File: src/rtl/aud_tx_pkg.sv
package aud_tx_pkg;
   typedef enum logic [1:0] {
      FMT_MJ_A = 2'b00,
      FMT_MJ_B = 2'b01,
      FMT_MJ_C = 2'b10,
      FMT_I2S  = 2'b11
   } tx_fmt_e;

   function automatic logic fmt_is_i2s(input logic [1:0] code);
      return code == FMT_I2S;
   endfunction
endpackage

File: src/rtl/sertx_sync.sv
module sertx_sync #(
   parameter int STAGES = 2
) (
   input  logic clk,
   input  logic rst_n,
   input  logic din,
   output logic dout
);
   if (STAGES < 0) begin : g_bad
      $error("sertx_sync: STAGES must not be negative");
   end

   if (STAGES == 0) begin : g_bypass
      assign dout = din;
   end else begin : g_chain
      logic [STAGES:1] chain;
      always_ff @(posedge clk) begin
         if (!rst_n) begin
            chain <= '0;
         end else begin
            chain[1] <= din;
            for (int i = 1; i < STAGES; i++) chain[i+1] <= chain[i];
         end
      end
      assign dout = chain[STAGES];
   end
endmodule

File: src/rtl/sertx_edge.sv
module sertx_edge (
   input  logic clk,
   input  logic rst_n,
   input  logic bclk_s,
   input  logic lr_s,
   output logic fall_evt,
   output logic frame_edge,
   output logic locked
);
   logic bclk_q;
   logic lr_last;
   logic seen;

   assign fall_evt   = bclk_q & ~bclk_s;
   assign frame_edge = fall_evt & seen & (lr_s != lr_last);

   always_ff @(posedge clk) begin
      if (!rst_n) begin
         bclk_q  <= 1'b0;
         lr_last <= 1'b0;
         seen    <= 1'b0;
         locked  <= 1'b0;
      end else begin
         bclk_q <= bclk_s;
         if (fall_evt) begin
            lr_last <= lr_s;
            seen    <= 1'b1;
         end
         if (frame_edge) locked <= 1'b1;
      end
   end
endmodule

File: src/rtl/sertx_shift.sv
module sertx_shift #(
   parameter int DATA_W = 20
) (
   input  logic              clk,
   input  logic              rst_n,
   input  logic              fall_evt,
   input  logic              frame_edge,
   input  logic              locked,
   input  logic              i2s,
   input  logic [DATA_W-1:0] load_word,
   output logic              sdata
);
   localparam int MSB = DATA_W - 1;

   logic [DATA_W-1:0] shreg;

   always_ff @(posedge clk) begin
      if (!rst_n) begin
         shreg <= '0;
         sdata <= 1'b0;
      end else if (fall_evt) begin
         if (frame_edge) begin
            if (i2s) begin
               sdata <= 1'b0;
               shreg <= load_word;
            end else begin
               sdata <= load_word[MSB];
               shreg <= {load_word[MSB-1:0], 1'b0};
            end
         end else if (locked) begin
            sdata <= shreg[MSB];
            shreg <= {shreg[MSB-1:0], 1'b0};
         end
      end
   end
endmodule

File: src/rtl/aud_ser_tx.sv
module aud_ser_tx
   import aud_tx_pkg::*;
#(
   parameter int DATA_W      = 20,
   parameter int SYNC_STAGES = 2
) (
   input  logic              clk,
   input  logic              rst_n,
   input  logic              bclk,
   input  logic              lrclk,
   input  logic [1:0]        fmt,
   input  logic [DATA_W-1:0] left_word,
   input  logic [DATA_W-1:0] right_word,
   output logic              sample_req,
   output logic              sdata
);
   if (DATA_W < 2) begin : g_bad_w
      $error("aud_ser_tx: DATA_W must be at least 2");
   end

   logic bclk_s, lr_s;
   logic fall_evt, frame_edge, locked;
   logic i2s, left_start;
   logic [DATA_W-1:0] load_word;

   sertx_sync #(.STAGES(SYNC_STAGES)) u_sync_b (
      .clk(clk), .rst_n(rst_n), .din(bclk), .dout(bclk_s));
   sertx_sync #(.STAGES(SYNC_STAGES)) u_sync_f (
      .clk(clk), .rst_n(rst_n), .din(lrclk), .dout(lr_s));

   sertx_edge u_edge (
      .clk(clk), .rst_n(rst_n), .bclk_s(bclk_s), .lr_s(lr_s),
      .fall_evt(fall_evt), .frame_edge(frame_edge), .locked(locked));

   assign i2s        = fmt_is_i2s(fmt);
   assign left_start = i2s ? ~lr_s : lr_s;
   assign load_word  = left_start ? left_word : right_word;

   sertx_shift #(.DATA_W(DATA_W)) u_shift (
      .clk(clk), .rst_n(rst_n), .fall_evt(fall_evt),
      .frame_edge(frame_edge), .locked(locked), .i2s(i2s),
      .load_word(load_word), .sdata(sdata));

   always_ff @(posedge clk) begin
      if (!rst_n) sample_req <= 1'b0;
      else        sample_req <= frame_edge;
   end
endmodule

File: config.mk
export PLATFORM = sky130hd
export DESIGN_NAME = aud_ser_tx
export DESIGN_NICKNAME = d
export VERILOG_FILES = /design/src/rtl/aud_tx_pkg.sv /design/src/rtl/sertx_sync.sv /design/src/rtl/sertx_edge.sv /design/src/rtl/sertx_shift.sv /design/src/rtl/aud_ser_tx.sv
export SDC_FILE = /design/constraint.sdc
export NUM_CORES = 1
export LEC_CHECK = 0
export BUFFER_PORTS_ARGS = -buffer_cell sky130_fd_sc_hd__buf_2
export CORE_ASPECT_RATIO = 1.2
export CORE_MARGIN = 3
export CORE_UTILIZATION = 47
export CTS_BUF_LIST = sky130_fd_sc_hd__clkbuf_8 sky130_fd_sc_hd__clkbuf_16
export CTS_CLUSTER_DIAMETER = 30
export DETAILED_ROUTE_END_ITERATION = 12
export GPL_ROUTABILITY_DRIVEN = 1
export PLACE_DENSITY = 0.76
export SYNTH_ARGS = -nofsm -noshare
export SYNTH_HDL_FRONTEND = slang
export SYNTH_SLANG_ARGS = --single-unit
File: constraint.sdc
create_clock -name clk -period 1.3 [get_ports clk]
set_input_delay 0.13 -clock clk [delete_from_list [all_inputs] [get_ports clk]]
set_output_delay 0.13 -clock clk [all_outputs]
set_load 0.02 [all_outputs]
==> results of run 1 <==
[area by class of cell]
| cell class | instances | area share |
|---|---|---|
| inverter | 2 | 0.00300 |
| sequential | 30 | 0.243 |
| clock inverter | 2 | 0.00350 |
| clock buffer | 6 | 0.0330 |
| multi-input combinational | 93 | 0.471 |
| timing repair buffer | 72 | 0.229 |
| tap | 37 | 0.0185 |
[Yosys cell counts (2+ instances only)]
| library cell | instances | area (um^2) |
|---|---|---|
| a2111oi_0 | 2 | 17.5 |
| a21oi_1 | 2 | 10.0 |
| and2_1 | 6 | 37.5 |
| and3b_1 | 2 | 17.5 |
| buf_2 | 2 | 10.0 |
| buf_4 | 4 | 30.0 |
| buf_6 | 3 | 33.8 |
| dfxtp_1 | 30 | 601 |
| inv_1 | 2 | 7.51 |
| mux2_2 | 3 | 33.8 |
| mux2i_1 | 21 | 210 |
| mux4_2 | 18 | 405 |
| nand2_1 | 2 | 7.51 |
| nand2b_1 | 2 | 12.5 |
| nand3b_1 | 2 | 15.0 |
| nor2_1 | 2 | 7.51 |
| o2bb2ai_1 | 18 | 158 |
[cell families after synthesis]
| family | Yosys count |
|---|---|
| AO/OA/AOI/OAI | 29 |
| multiplexers | 42 |
| AND/OR/NAND/NOR | 20 |
| XOR/XNOR | 2 |
| buffers and inverters | 11 |
| flip-flops | 30 |
[power by group]
part,total [W],internal (W),leakage (nW),switching (W)
Combinational,0.000336,0.000199,0.787,0.000137
Sequential,0.000933,0.000926,0.244,0.00000711
Clock,0.000772,0.000419,0.0524,0.000353
[final timing paths]
kind,endpoint,slack [ns],cells past startpoint
worst max-delay path,u_shift.shreg[14],-0.05,3
worst max register to register,u_shift.shreg[14],-0.05,3
worst min-delay path,u_sync_b.g_chain.chain[1],0.05,2
worst min register to register,u_sync_b.g_chain.chain[2],0.43,1
[stage by stage]
step                TNS [ns]  instances  cell area [um^2]
global placement       -1.82        224              2090
detailed placement     -2.88        224              2090
finish                -0.478        242              2500
floorplan             -0.133        134              1750
CTS                   -0.371        239              2350
global route           -1.33        242              2500
[routing by layer]
layer	routed length, um	part of all wire
met1	1820	0.39
met2	2460	0.52
met3	309	0.066
met4	110	0.023
met5	0	0
[sequential cells by signal, summed over array words and instances (netlist names)]
name and flops:
sample_req 1, u_edge.bclk_q 1, u_edge.locked 1, u_edge.lr_last 1
u_edge.seen 1, u_shift.sdata 1, u_shift.shreg 20, u_sync_b.g_chain.chain 2
u_sync_f.g_chain.chain 2
[repair_timing]
item,4_1_cts,5_1_grt
cloned,1,2
setup buffers,6,1
resized for setup,14,17
pin swaps,6,4
setup endpoints to repair,21,22
==> results.yml, run 1 <==
cells_and_area:
  postLayoutCoreUtil: 0.730
  fillCellCount: 219
  syn2layout_area_growth_pct: 44.6
  mostFrequentLayoutCells: "buf_2, dfxtp_1, mux2i_1, mux4_2, buf_4"
  n_antenna_cell: 0
  nNetsFinal: 250
  final_common_cell: "buf_2"
  multi_input_area_mm2: 0.00118
  drive_above_1_share: 0.595
  regArea_um2: 607
power_and_ir_drop:
  total_power_w: 0.00204
  leakage_nw: 1.08
  ir_worst_vdd_v: 0.000621
  cellPowerDensity_mw_per_mm2: 816
timing:
  drv_slew: 0
  fmax_ghz: 0.742
  timing.final.crit_share: 1.04
  post-route-min-period_ns: 1.35
  whs_ns: 0.0497
  rsz0062_at_grt: "true"
  slew_headroom: 0.790
  worst_slack_ns: -0.0484
  max_slew.worst_pin.slew_ns: 0.314
  finalSetupViolCount: 17
  hold_viol: 0
  finClkSkew_ns: 0.00900
yosys:
  synthMuxAreaShare: 0.376
  syn_inst: 134
  synthArstFlopShare: 0
  synth_compound_area_frac: 0.140
  synth_top_family_by_area: "multiplexers"
  synth_seq_area_share: 0.347
  avgSynthCellArea_um2: 12.9
  ys.warnings.count: 0
  synthDistinctLibCells: 30
  synth_flop_cell: "dfxtp_1"
  syn_area_mm2: 0.00173
  synth-seq-cells: 30
  synth-adder-area-share: 0
  synth_xor_area_frac: 0.0145
  synthSimpleGateAreaFrac: 0.0760
  synth-edff-count: 0
  synth.net_count: 180
critical_path:
  cpMaxStageDelayCell: "mux4_2"
  cp.required_ns: 1.48
  arrival_ns: 1.53
  slowest_delay_ns: 0.52
  cp-end-kind: "register"
  critPathTopFamily: "multiplexers"
  worstSetupStartpoint: "u_sync_f.g_chain.chain[2]"
  cp_cell_sequence: "buf_12 > mux4_2 > o2bb2ai_2"
  critPathMaxFanout: 9
  crit_type: "register to register"
  path_buf_inv: 1
  r2r_start: "u_sync_f.g_chain.chain[2]"
  start_kind: "register"
global_route:
  grt_pass1_vias: 1494
  grt_antenna_before_repair: 0
  grt_pass1_wl_mm: 6.96
  gr-usage-met1: 0.256
  grt_util_all_layers: 0.215
  grt_max_degree: 19
  grt.met3_usage: 0.0445
  met2_usage: 0.366
  top_usage_layer: "met2"
  grt_overflow: 0
floorplanning:
  dieArea_mm2: 0.00445
  io_pins: 48
  start_util: 0.505
  die_y_um: 72.4
  num_rows: 23
  dieWidth_um: 61.4
  core_mm2: 0.00342
route:
  dr.first_iter.drc_count: 73
  routed_wl_mm: 4.70
  vias: 1501
  wl_per_cell_um: 19.4
  dr.pass1.iters: 4
  vias_per_cell: 6.20
  drc: 0
  detail-route-antenna-nets: 0
outcome:
  violations: "setup timing"
  status: "finished with violations"
job:
  max-cap-violations: 0
placement:
  gp_congestion: 0.826
  portBuffers: 47
  dp_hpwl_mm: 3.00
  pre_cts_ws_ns: -0.224
clock_network:
  cts_root_buf: "clkbuf_8"
  ctsHoldBuffers: 0
  numCtsBuffers: 5
  cts_max_path_buffers: 2
  cts_tree: "built"
  clkLatencyLatePin_ns: 0.29
  htree_levels: 2
  clkSlewWorstSetupHoldPaths_ns: 0.07
  cts.sinks: 30
hold_path:
  hold_class: "input pin to register"
  hp-start: "bclk"
(Power assumes the default switching activity.)
==> run 2, diff against run 1 <==
--- a/config.mk
+++ b/config.mk
@@ -13,7 +13,7 @@
 export CTS_CLUSTER_DIAMETER = 30
 export DETAILED_ROUTE_END_ITERATION = 12
 export GPL_ROUTABILITY_DRIVEN = 1
-export PLACE_DENSITY = 0.76
+export PLACE_DENSITY_LB_ADDON = 0.2
 export SYNTH_ARGS = -nofsm -noshare
 export SYNTH_HDL_FRONTEND = slang
 export SYNTH_SLANG_ARGS = --single-unit
==> results.yml, run 2 (synthesis gave the netlist of run 1 again) <==
timing:
  whs_ns: 0.0574
  rsz0062_at_grt: "true"
  worst_slack_ns: -0.0499
  timing.final.crit_share: 1.04
  slew_headroom: 0.773
  post-route-min-period_ns: 1.35
  hold_viol: 0
  fmax_ghz: 0.741
  finalSetupViolCount: 12
  max_slew.worst_pin.slew_ns: 0.339
  finClkSkew_ns: 0.00695
  tns_ns: -0.357
  drv_slew: 0
route:
  vias_per_cell: 5.98
  detail-route-antenna-nets: 0
  drc: 0
  dr.pass1.iters: 4
  routed_wl_mm: 3.94
  dr.first_iter.drc_count: 50
  vias: 1400
  wl_per_cell_um: 16.8
cells_and_area:
  final_common_cell: "buf_2"
  mostFrequentLayoutCells: "buf_2, dfxtp_1, mux2i_1, mux4_2, o2bb2ai_1"
  largest_register_ffs: 20
  drive_above_1_share: 0.523
  top_register: "u_shift.shreg"
  largest_registers: "u_shift.shreg (20), u_sync_b.g_chain.chain (2), u_sync_f.g_chain.chain (2)"
  syn2layout_area_growth_pct: 34.8
  n_antenna_cell: 0
  nNetsFinal: 242
critical_path:
  cp-end-kind: "register"
  critPathMaxFanout: 15
  start_kind: "register"
  r2r_slack_ns: -0.05
  ff2ff_path_depth: 3
  r2r_end: "u_shift.shreg[3]"
  slowest_delay_ns: 0.52
  r2r_start: "u_sync_f.g_chain.chain[2]"
  arrival_ns: 1.51
  cp.required_ns: 1.46
  cpMaxStageDelayCell: "mux4_2"
  cp_cell_sequence: "buf_12 > mux4_2 > o2bb2ai_1"
  crit_type: "register to register"
power_and_ir_drop:
  leakage_nw: 1.02
  ir_worst_vdd_v: 0.000556
  cellPowerDensity_mw_per_mm2: 1030
clock_network:
  cts_tree: "built"
  cts_max_path_buffers: 2
  clkLatencyLatePin_ns: 0.28
  htree_levels: 2
  clkSlewWorstSetupHoldPaths_ns: 0.07
  cts.sinks: 30
  numCtsBuffers: 5
  cts_root_buf: "clkbuf_8"
hold_path:
  worstHoldPathCells: 2
  hp-start: "bclk"
  hold_class: "input pin to register"
  min_to: "u_sync_b.g_chain.chain[1]"
floorplanning:
  io_pins: 48
  core_mm2: 0.00342
  dieArea_mm2: 0.00445
  num_rows: 23
  dieWidth_um: 61.4
  die_y_um: 72.4
  start_util: 0.505
global_route:
  grt_util_all_layers: 0.192
  grt_pass1_wl_mm: 6.29
  grt_pass1_vias: 1478
  grt_antenna_before_repair: 0
  grt_max_degree: 19
  grt_overflow: 0
job:
  max-cap-violations: 0
placement:
  portBuffers: 47
  pre_cts_ws_ns: -0.240
  dp_hpwl_mm: 2.92
  gp_congestion: 0.805
outcome:
  violations: "setup timing"
  status: "finished with violations"
-- run 2: cell count changes in the layout (fill, tap and decap cells not counted), sizes merged --
cell    delta
clkinv     -1
inv        -1
bufinv     +2
buf        -6
clkbuf     -2
-- run 2: worst max path at each step --
| stage | from | to | cells after the start |
|---|---|---|---|
| after floorplan | u_sync_f.g_chain.chain[2] | u_shift.shreg[5] | 4 |
| after global placement | u_sync_b.g_chain.chain[2] | u_shift.shreg[5] | 3 |
| after detailed placement | u_sync_f.g_chain.chain[2] | u_shift.sdata | 4 |
| after CTS | u_sync_f.g_chain.chain[2] | u_shift.sdata | 4 |
| after global routing | u_sync_f.g_chain.chain[2] | u_shift.sdata | 4 |
| final | u_sync_f.g_chain.chain[2] | u_shift.shreg[3] | 3 |
-- run 2: critical path, delay by kind of cell (launching register included) --
family,cells,cell delay [ns]
buffers and inverters,1,0.18
muxes,1,0.52
DFF,1,0.39
AOI/OAI and AO/OA,1,0.14
-- run 2: what timing repair did --
| item | CTS | global route |
|---|---|---|
| pin swaps | 4 | 0 |
| setup buffers | 4 | 0 |
| endpoints found under the setup margin | 22 | 21 |
| hold buffers | 0 | 0 |
| resized for setup | 6 | 6 |
| gates cloned | 0 | 0 |
-- run 2: where the power goes --
group          switching, W  internal, W
Sequential       0.00000551     0.000926
Combinational      0.000120     0.000181
Clock              0.000350     0.000817
Total              0.000476      0.00192
-- run 2: layout make-up --
cell class / instances / area (um^2)
Tap cell: 37 / 46.3
Fill cell: 275 / 1090
Inverter: 2 / 7.51
Sequential cell: 30 / 606
Clock buffer: 6 / 82.6
Clock inverter: 2 / 60.1
Timing Repair Buffer: 64 / 429
Multi-Input combinational cell: 93 / 1100
-- run 2: metrics by stage --
step	std cells	util	power (W)	cell area, um^2
after floorplan	134	-	0.00112	1750
after global placement	222	0.605	0.00123	2070
after detailed placement	222	0.605	0.00124	2070
after CTS	234	0.670	0.00242	2290
after global routing	234	0.681	0.00248	2330
final	234	0.681	0.00240	2330
-- run 2: per-layer routing --
| layer | routed length [um] | global-route usage | vias to the layer above |
|---|---|---|---|
| met5 | 0 | 0 | - |
| met2 | 2070 | 0.331 | 52 |
| met1 | 1500 | 0.199 | 671 |
| li1 | - | - | 665 |
| met4 | 140 | 0.108 | 0 |
| met3 | 224 | 0.0605 | 12 |
==> run 3, diff against run 2 <==
--- a/config.mk
+++ b/config.mk
@@ -5,14 +5,14 @@
 export SDC_FILE = /design/constraint.sdc
 export NUM_CORES = 1
 export LEC_CHECK = 0
-export BUFFER_PORTS_ARGS = -buffer_cell sky130_fd_sc_hd__buf_2
+export BUFFER_PORTS_ARGS = -buffer_cell sky130_fd_sc_hd__buf_4
 export CORE_ASPECT_RATIO = 1.2
 export CORE_MARGIN = 3
 export CORE_UTILIZATION = 47
 export CTS_BUF_LIST = sky130_fd_sc_hd__clkbuf_8 sky130_fd_sc_hd__clkbuf_16
 export CTS_CLUSTER_DIAMETER = 30
 export DETAILED_ROUTE_END_ITERATION = 12
-export GPL_ROUTABILITY_DRIVEN = 1
+export GPL_ROUTABILITY_DRIVEN = 0
 export PLACE_DENSITY_LB_ADDON = 0.2
 export SYNTH_ARGS = -nofsm -noshare
 export SYNTH_HDL_FRONTEND = slang
==> results.yml, run 3 (synthesis gave the netlist of run 1 again) <==
timing:
  worst_slack_ns: -0.0765
  hold_viol: 0
  max_slew.worst_pin.slew_ns: 0.383
  slew_headroom: 0.744
  finalSetupViolCount: 18
  timing.final.crit_share: 1.06
  finClkSkew_ns: 0.00607
  post-route-min-period_ns: 1.38
  drv_slew: 0
  rsz0062_at_grt: "true"
  fmax_ghz: 0.726
power_and_ir_drop:
  ir_worst_vdd_v: 0.000523
  total_power_w: 0.00205
  cellPowerDensity_mw_per_mm2: 833
  leakage_nw: 1.08
route:
  vias_per_cell: 5.94
  vias: 1437
  dr.first_iter.drc_count: 81
  drc: 0
  dr.pass1.iters: 4
  detail-route-antenna-nets: 0
  wl_per_cell_um: 18.2
  routed_wl_mm: 4.41
hold_path:
  hp-start: "bclk"
  min_to: "u_sync_b.g_chain.chain[1]"
  worstHoldPathCells: 2
  hold_class: "input pin to register"
clock_network:
  cts.sinks: 30
  cts_root_buf: "clkbuf_8"
  clkSlewWorstSetupHoldPaths_ns: 0.07
  htree_levels: 2
  numCtsBuffers: 5
  cts_max_path_buffers: 2
  clkLatencyLatePin_ns: 0.28
  cts_tree: "built"
job:
  max-cap-violations: 0
floorplanning:
  io_pins: 48
  core_mm2: 0.00342
  start_util: 0.505
  die_y_um: 72.4
  num_rows: 23
  dieWidth_um: 61.4
  dieArea_mm2: 0.00445
critical_path:
  r2r_slack_ns: -0.08
  slowest_delay_ns: 0.38
  ff2ff_path_depth: 4
  cp.required_ns: 1.46
  start_kind: "register"
  cpMaxStageDelayCell: "dfxtp_4"
  r2r_start: "u_sync_f.g_chain.chain[2]"
  crit_type: "register to register"
  arrival_ns: 1.54
  path_buf_inv: 1
  cp-end-kind: "register"
  critPathMaxFanout: 4
  critPathTopFamily: "flip-flops"
  cp_cell_sequence: "xnor2_2 > buf_4 > a211oi_2 > a2111oi_1"
  r2r_end: "u_shift.sdata"
global_route:
  grt_pass1_wl_mm: 6.89
  grt_util_all_layers: 0.209
  grt_antenna_before_repair: 0
  grt_pass1_vias: 1526
  grt_overflow: 0
  grt_max_degree: 12
cells_and_area:
  top_register: "u_shift.shreg"
  final_cells: 242
  drive_above_1_share: 0.546
  largest_register_ffs: 20
  regArea_um2: 604
  final_common_cell: "buf_4"
  n_antenna_cell: 0
  fillCellCount: 239
  nNetsFinal: 250
  multi_input_area_mm2: 0.00112
  finish.instance_area_mm2: 0.00246
  syn2layout_area_growth_pct: 42.0
  largest_registers: "u_shift.shreg (20), u_sync_b.g_chain.chain (2), u_sync_f.g_chain.chain (2)"
  mostFrequentLayoutCells: "buf_4, dfxtp_1, mux2i_1, mux4_2, o2bb2ai_1"
outcome:
  violations: "setup timing"
  status: "finished with violations"
placement:
  portBuffers: 47
  place_area_mm2: 0.00220
  dp_hpwl_mm: 3.10
  dp.cells: 228
run 3: power breakdown:
| group | switching (W) | internal (W) |
|---|---|---|
| clock network | 0.000338 | 0.000418 |
| logic | 0.000128 | 0.000229 |
| registers | 0.00000621 | 0.000926 |
run 3: layer usage:
layer	wire (um)	global-route usage	vias to the layer above
met2	2370	0.353	36
met1	1740	0.252	710
met5	0	0	-
met4	110	0.104	0
met3	184	0.0338	12
li1	-	-	679
run 3: repair_timing:
item,CTS,global route
buffers inserted,5,1
endpoints found under the hold margin,0,0
hold buffers,0,0
endpoints found under the setup margin,20,18
resized for setup,13,9
pin swaps,3,0
run 3: how the worst max path moves through the flow:
stage / from / end / cells after the start
CTS: u_sync_f.g_chain.chain[2] / u_shift.sdata / 4
global route: u_sync_f.g_chain.chain[2] / u_shift.sdata / 4
global placement: u_sync_b.g_chain.chain[2] / u_shift.shreg[5] / 3
detailed placement: u_sync_b.g_chain.chain[2] / u_shift.shreg[5] / 3
floorplan: u_sync_f.g_chain.chain[2] / u_shift.shreg[5] / 4
finish: u_sync_f.g_chain.chain[2] / u_shift.sdata / 4
run 3: layout make-up:
class                           count  share of cell area
Inverter                            2             0.00306
Clock inverter                      2             0.00357
Tap cell                           37              0.0188
Multi-Input combinational cell     93               0.456
Sequential cell                    30               0.246
Clock buffer                        6              0.0336
Timing Repair Buffer               72               0.238
run 3: stage by stage:
stage                     TNS, ns  setup slack [ns]  hold slack [ns]   util
after floorplan            -0.133           -0.0165            0.257      -
after global routing        -1.77            -0.146           0.0522  0.717
after CTS                  -0.166           -0.0252           0.0471  0.702
after global placement      -1.85            -0.136            0.337  0.642
after detailed placement    -3.20            -0.224            0.345  0.642
final                      -0.514           -0.0765           0.0522  0.717
